<file path="src/rtl/irq_pkg.sv">
package irq_pkg;
  localparam int IRQ_LEVELS  = 7;
  localparam int FC_W        = 3;
  localparam logic [FC_W-1:0] FC_CPU_SPACE = 3'b111;
endpackage

</file>
<file path="src/rtl/irq_bit_sync.sv">
module irq_bit_sync #(
  parameter int   W       = 7,
  parameter logic RST_VAL = 1'b1
) (
  input  logic         clk,
  input  logic         rst_n,
  input  logic [W-1:0] d_async,
  output logic [W-1:0] q_sync
);
  logic [W-1:0] stage1_q;
  logic [W-1:0] stage2_q;

  for (genvar g = 0; g < W; g++) begin : g_bit
    always_ff @(posedge clk or negedge rst_n) begin
      if (!rst_n) begin
        stage1_q[g] <= RST_VAL;
        stage2_q[g] <= RST_VAL;
      end else begin
        stage1_q[g] <= d_async[g];
        stage2_q[g] <= stage1_q[g];
      end
    end
  end

  assign q_sync = stage2_q;
endmodule

</file>
<file path="src/rtl/irq_prio_enc.sv">
module irq_prio_enc #(
  parameter int N_LEVELS = 7,
  localparam int LVL_W   = $clog2(N_LEVELS + 1)
) (
  input  logic                clk,
  input  logic                rst_n,
  input  logic [N_LEVELS-1:0] req_n,
  input  logic [LVL_W-1:0]    mask,
  output logic [LVL_W-1:0]    lvl,
  output logic                above_mask
);
  logic [LVL_W-1:0] lvl_d;
  logic [LVL_W-1:0] lvl_q;

  always_comb begin
    lvl_d = '0;
    for (int i = 0; i < N_LEVELS; i++) begin
      if (!req_n[i]) lvl_d = LVL_W'(i + 1);
    end
  end

  always_ff @(posedge clk or negedge rst_n) begin
    if (!rst_n) lvl_q <= '0;
    else        lvl_q <= lvl_d;
  end

  assign lvl        = lvl_q;
  assign above_mask = (lvl_q > mask);
endmodule

</file>
<file path="src/rtl/iack_decode.sv">
module iack_decode #(
  parameter int N_LEVELS = 7,
  localparam int LVL_W   = $clog2(N_LEVELS + 1)
) (
  input  logic                clk,
  input  logic                rst_n,
  input  logic                cpu_space,
  input  logic                strobe,
  input  logic [LVL_W-1:0]    lvl,
  output logic [N_LEVELS-1:0] ack_n
);
  logic [N_LEVELS-1:0] ack_n_d;
  logic [N_LEVELS-1:0] ack_n_q;
  logic                cyc_en;

  assign cyc_en = cpu_space && strobe;

  for (genvar g = 0; g < N_LEVELS; g++) begin : g_line
    assign ack_n_d[g] = !(cyc_en && (lvl == LVL_W'(g + 1)));
  end

  always_ff @(posedge clk or negedge rst_n) begin
    if (!rst_n) ack_n_q <= '1;
    else        ack_n_q <= ack_n_d;
  end

  assign ack_n = ack_n_q;
endmodule

</file>
<file path="src/rtl/irq_ctrl.sv">
module irq_ctrl #(
  parameter int N_LEVELS = irq_pkg::IRQ_LEVELS,
  localparam int LVL_W   = $clog2(N_LEVELS + 1),
  localparam int FC_W    = irq_pkg::FC_W
) (
  input  logic                clk,
  input  logic                rst_n,
  input  logic [N_LEVELS-1:0] irq_n,
  input  logic [LVL_W-1:0]    mask,
  input  logic [FC_W-1:0]     fc,
  input  logic [LVL_W-1:0]    ack_lvl,
  input  logic                as_n,
  output logic [LVL_W-1:0]    ipl_n,
  output logic                take_irq,
  output logic [N_LEVELS-1:0] iack_n
);
  logic                rst_meta_q;
  logic                rst_sync_n;
  logic [N_LEVELS-1:0] req_sync_n;
  logic [LVL_W-1:0]    cur_lvl;

  always_ff @(posedge clk or negedge rst_n) begin
    if (!rst_n) begin
      rst_meta_q <= 1'b0;
      rst_sync_n <= 1'b0;
    end else begin
      rst_meta_q <= 1'b1;
      rst_sync_n <= rst_meta_q;
    end
  end

  irq_bit_sync #(.W(N_LEVELS), .RST_VAL(1'b1)) u_sync (
    .clk     (clk),
    .rst_n   (rst_sync_n),
    .d_async (irq_n),
    .q_sync  (req_sync_n)
  );

  irq_prio_enc #(.N_LEVELS(N_LEVELS)) u_enc (
    .clk        (clk),
    .rst_n      (rst_sync_n),
    .req_n      (req_sync_n),
    .mask       (mask),
    .lvl        (cur_lvl),
    .above_mask (take_irq)
  );

  iack_decode #(.N_LEVELS(N_LEVELS)) u_dec (
    .clk       (clk),
    .rst_n     (rst_sync_n),
    .cpu_space (fc == irq_pkg::FC_CPU_SPACE),
    .strobe    (!as_n),
    .lvl       (ack_lvl),
    .ack_n     (iack_n)
  );

  assign ipl_n = ~cur_lvl;
endmodule

</file>
<file path="config.mk">
export PLATFORM = sky130hd
export DESIGN_NAME = irq_ctrl
export DESIGN_NICKNAME = d
export VERILOG_FILES = /design/src/rtl/irq_pkg.sv /design/src/rtl/irq_bit_sync.sv /design/src/rtl/irq_prio_enc.sv /design/src/rtl/iack_decode.sv /design/src/rtl/irq_ctrl.sv
export SDC_FILE = /design/constraint.sdc
export NUM_CORES = 1
export LEC_CHECK = 0
export BUFFER_PORTS_ARGS = -buffer_cell sky130_fd_sc_hd__buf_2
export CAP_MARGIN = 25
export CORE_ASPECT_RATIO = 1.1
export CORE_MARGIN = 4
export CORE_UTILIZATION = 47
export CTS_BUF_LIST = sky130_fd_sc_hd__clkbuf_16
export DETAILED_ROUTE_END_ITERATION = 10
export PLACE_DENSITY_LB_ADDON = 0.12
export SLEW_MARGIN = 20
export SYNTH_ARGS = -nofsm -noshare
export SYNTH_HDL_FRONTEND = slang
export SYNTH_HIERARCHICAL = 1
export SYNTH_SLANG_ARGS = --single-unit
</file>
<file path="constraint.sdc">
create_clock -name clk -period 1.4 [get_ports clk]
set_clock_uncertainty 0.1 [all_clocks]
set_input_delay 0.14 -clock clk [delete_from_list [all_inputs] [get_ports clk]]
set_output_delay 0.14 -clock clk [all_outputs]
set_load 0.03 [all_outputs]
</file>
## After elaboration in Yosys (flattened, before gate mapping)

Cells that the tools add are included.

- Flip-flop bits (word level): 26
- Output and inout port bits: 11

- Magnitude comparators: 1
- Reductions and logical operators: 16
- Bitwise operators: 1
- Muxes and demuxes: 7
- Eq/ne operators: 8

Operator list:

| kind | number |
|---|---|
| 3-bit 2-to-1 mux | 6 |
| 3-bit equality test, second input constant | 5 |
| 1-bit logical AND | 8 |
| 1-bit zero test | 8 |
| 3-bit by 2-bit equality test with 1-bit output, second input constant | 2 |
| 3-bit by 1-bit equality test with 1-bit output, second input constant | 1 |
| 3-bit greater-than comparator | 1 |
| 3-bit inverter | 1 |
| 1-bit 2-to-1 mux | 1 |

## Longest topological paths before layout

- Depth in word-level cells: 7
- Mapped depth: 5
- Mapped depth without buffers: 5

## Cells and area by module

The synthesis kept the hierarchy.

Modules (own cells, without submodules):

| module | cells each | times used | area an instance (um^2) | seq. area each (um^2) |
|---|---|---|---|---|
| irq_bit_sync | 14 | 1 | 367.9 | 367.9 |
| iack_decode | 19 | 1 | 246.5 | 183.9 |
| irq_prio_enc | 22 | 1 | 193.9 | 75.1 |
| irq_ctrl | 8 | 1 | 75.1 | 50.0 |

## Worst setup path before layout

OpenSTA, ideal clock, no wires.

- Kind: register to output
- Start: register u_enc.lvl_q[1], in the netlist u_enc/lvl[1]
- End: output take_irq
- Setup slack: -183 ps
- Data arrival time: 1,343 ps
- Buffers on the path: 0
- Stages on the path, launching flop included: 5
- Cell sequence: dfrtp_1 -> ha_1 -> nor2b_1 -> o21ai_1 -> a32oi_1

- Cells in the longest elaborated chain, start to end: 1

RTL lines:

| element | line | source |
|---|---|---|
| start: declaration | irq_prio_enc.sv:13 | `logic [LVL_W-1:0] lvl_q;` |
| start signal: assignment | irq_prio_enc.sv:24 | `else lvl_q <= lvl_d;` |
| 3-bit greater-than comparator | irq_prio_enc.sv:28 | `assign above_mask = (lvl_q > mask);` |
| end: declaration | irq_ctrl.sv:14 | `output logic take_irq,` |

No other way between the ends.

## Worst setup path in the final report

Ends and elaborated chain as after synthesis.

==> results.cfg <==
[yosys]
ys_ff_latch = 26
synthCells = 63
synthDistinctLibCells = 17
ys_seq_area_share_pct = 76.63
synth_nets = 85
yosysWarnings = 6
syn_area_um2 = 883.3
avgSynthCellArea_um2 = 14.02

[power_and_ir_drop]
ir_drop_mv = 0.9702
p_leak_nw = 0.6112
powerDensity_nw_per_um2 = 1220

[clocking]
cts_tree = yes
cts_htree_levels = 1
postCtsSetupBuffers = 0
clk_latency_ps = 250
cts_buffers = 3
clk_pin_slew_ps = 60
clockRootBuffer = clkbuf_16
clock-sinks = 26
clock_path_buffers = 2

[global_route]
globalRouteTotalUtil_pct = 13.32
grt_use_met2_pct = 25.67
overflow = 0
grt_max_degree = 25
grt_pass1_wl_um = 2532
grt_pass1_vias = 645
antenna_found_initial = 0
grt_busiest_layer = met2
use_met1_pct = 13.61
gr-usage-met3_pct = 4.225

[floorplan]
rows = 16
die_w_um = 49.34
die_area_um2 = 2638
initial_utilization_pct = 49.58
die_height_um = 53.47
ios = 30
core_area_um2 = 1782

[placement]
post_dp_cell_area_um2 = 1074
globalplace.congestion = 0.6752
hpwl_um = 1020
port_buffers = 29
dp_slack_ps = -94.86
dp.cells = 112

[sta]
setup_viol = 1
min_period_over_period_pct = 122.9
rsz0062_at_grt = yes
fin_crit_ps = 1720
slew_viol_final = 0
final_hold_viol_count = 0
achievable-frequency_ghz = 0.5814
worst_slack_ps = -320.1

[worst_setup_path]
crit_required_ps = 1160
worst_setup_path_start_kind = flip-flop
path_max_fanout = 2
worstSetupPathType = reg2out
critical_path.endpoint_type = output port
worst-endpoint-arrival_ps = 1480

[final_layout]
drive_gt1_share_pct = 55.56
antennaDiodeCount = 0
final_nets = 131
fillers = 126
synthToLayoutAreaGrowth_pct = 45.18
final_util_pct = 71.98
fin_cells = 126
design_area_um2 = 1282

[flow_run]
maxCapViolCount = 0

[run_status]
run_status = finished with violations
violations = negative setup slack

[hold_path]
hp-class = in2reg

[route]
vias_per_cell = 4.667
antenna_left = 0
firstDrtPassIters = 4
drc = 0
wl_per_cell_um = 12.06
wirelength_um = 1520
drt_first_iter_violations = 2
num_vias = 588
-- synthesized netlist by cell type --
master / number / area (um2)
nand2_1: 6 / 22.52
dfrtp_1: 5 / 125.1
a31o_1: 1 / 8.760
nand4_1: 1 / 6.260
ha_1: 3 / 37.54
nor2b_1: 2 / 12.51
and3_1: 2 / 12.51
nand3_1: 4 / 20.02
and2b_2: 1 / 8.760
and3b_1: 1 / 8.760
inv_1: 10 / 37.54
nor2_1: 1 / 3.750
o21ai_0: 2 / 10.01
conb_1: 1 / 3.750
a32oi_1: 1 / 8.760
o21ai_1: 1 / 5.000
dfstp_2: 21 / 551.8
-- flip-flops by register name (all words and copies together) (netlist names) --
| signal | flops |
|---|---|
| u_dec/ack_n | 7 |
| u_sync/q_sync | 7 |
| u_sync/stage1_q | 7 |
| u_enc/lvl | 3 |
| rst_meta_q | 1 |
| rst_sync_n | 1 |
-- logic make-up after synthesis --
| kind of cell | count (synthesis) | synth area share [%] |
|---|---|---|
| buffers and inverters | 10 | 4.250 |
| AND/OR/NAND/NOR | 18 | 10.76 |
| flip-flops | 26 | 76.63 |
| adder cells (fa/ha/maj) | 3 | 4.250 |
| other | 1 | 0.4245 |
| AO/OA/AOI/OAI | 5 | 3.683 |
-- metal layers --
layer	routed length, um	vias to the layer above
met3	104	2
met5	0	-
li1	-	290
met4	7	0
met2	845	21
met1	563	275
-- layout make-up --
type                    count  area (um2)  area share (%)
multi-input cells          27       200.2           15.61
flip-flops and latches     26       676.9           52.78
inverters                  10       37.54           2.927
clock inverters             1       3.754          0.2927
clock buffers               3       75.07           5.854
repair buffers             41       266.5           20.78
well taps                  18       22.52           1.756
-- power breakdown --
group          leakage, nW  switching [mW]  total (mW)  internal, mW
sequential           0.274          0.0139       0.813         0.799
clock               0.0385           0.218       0.598         0.381
combinational        0.299          0.0747       0.154        0.0789
-- timing repair --
action                                  4_1_cts  5_1_grt
gates resized for setup                       3        2
hold endpoints to repair                     11        0
hold buffers                                 10        0
pin swaps                                     0        2
endpoints found under the setup margin        1        1
-- through the flow --
| step | power (mW) | setup TNS [ps] | hold WS, ps |
|---|---|---|---|
| 2_1_floorplan | 0.8847 | -47.15 | -255.6 |
| 3_3_place_gp | 0.9340 | -22.47 | -175.7 |
| 3_5_place_dp | 0.9410 | -94.86 | -172.4 |
| 4_1_cts | 1.572 | -321.5 | 7.311 |
| 5_1_grt | 1.636 | -372.9 | 23.04 |
| 6_report | 1.565 | -320.1 | 3.692 |
-- final timing paths --
| path | start | endpoint | slack (ps) | cells after the start |
|---|---|---|---|---|
| min in group asynchronous | rst_n | rst_sync_n | 100 | 2 |
| max in group asynchronous | rst_sync_n | u_sync/q_sync[6] | 800 | 1 |
| hold reg to reg | rst_sync_n | u_enc/lvl[1] | 120 | 1 |
| setup reg to reg | u_sync/q_sync[5] | u_enc/lvl[0] | 340 | 3 |
| setup / recovery | u_enc/lvl[1] | take_irq | -320 | 5 |
| hold / removal | ack_lvl[0] | u_dec/ack_n[2] | 4 | 2 |
-- placed cells by master, fill, tap and decap left out --
cell           netlist  final
buf_2                0     28
a32oi_2              0      1
conb_1               1      1
dfrtp_1              5      5
nor2b_1              2      1
buf_4                0      2
ha_1                 3      2
and2b_2              1      1
buf_6                0      1
o21ai_2              0      1
nor2b_4              0      1
dfstp_2             21     21
nand4_1              1      1
o21ai_0              2      2
a31o_1               1      1
and3b_1              1      1
inv_1               10     10
dlygate4sd3_1        0     10
nand3_1              4      4
nand2_1              6      6
and3_1               2      2
clkinv_1             0      1
nor2_1               1      1
clkbuf_16            0      3
ha_4                 0      1
-- worst max-delay path, cell delays in order (launching register included) --
cell and delay (ps):
dfrtp_1 410, ha_4 280, nor2b_4 130, o21ai_2 60, a32oi_2 190, buf_6 160
Note: power is estimated with default switching activity, not from simulation.
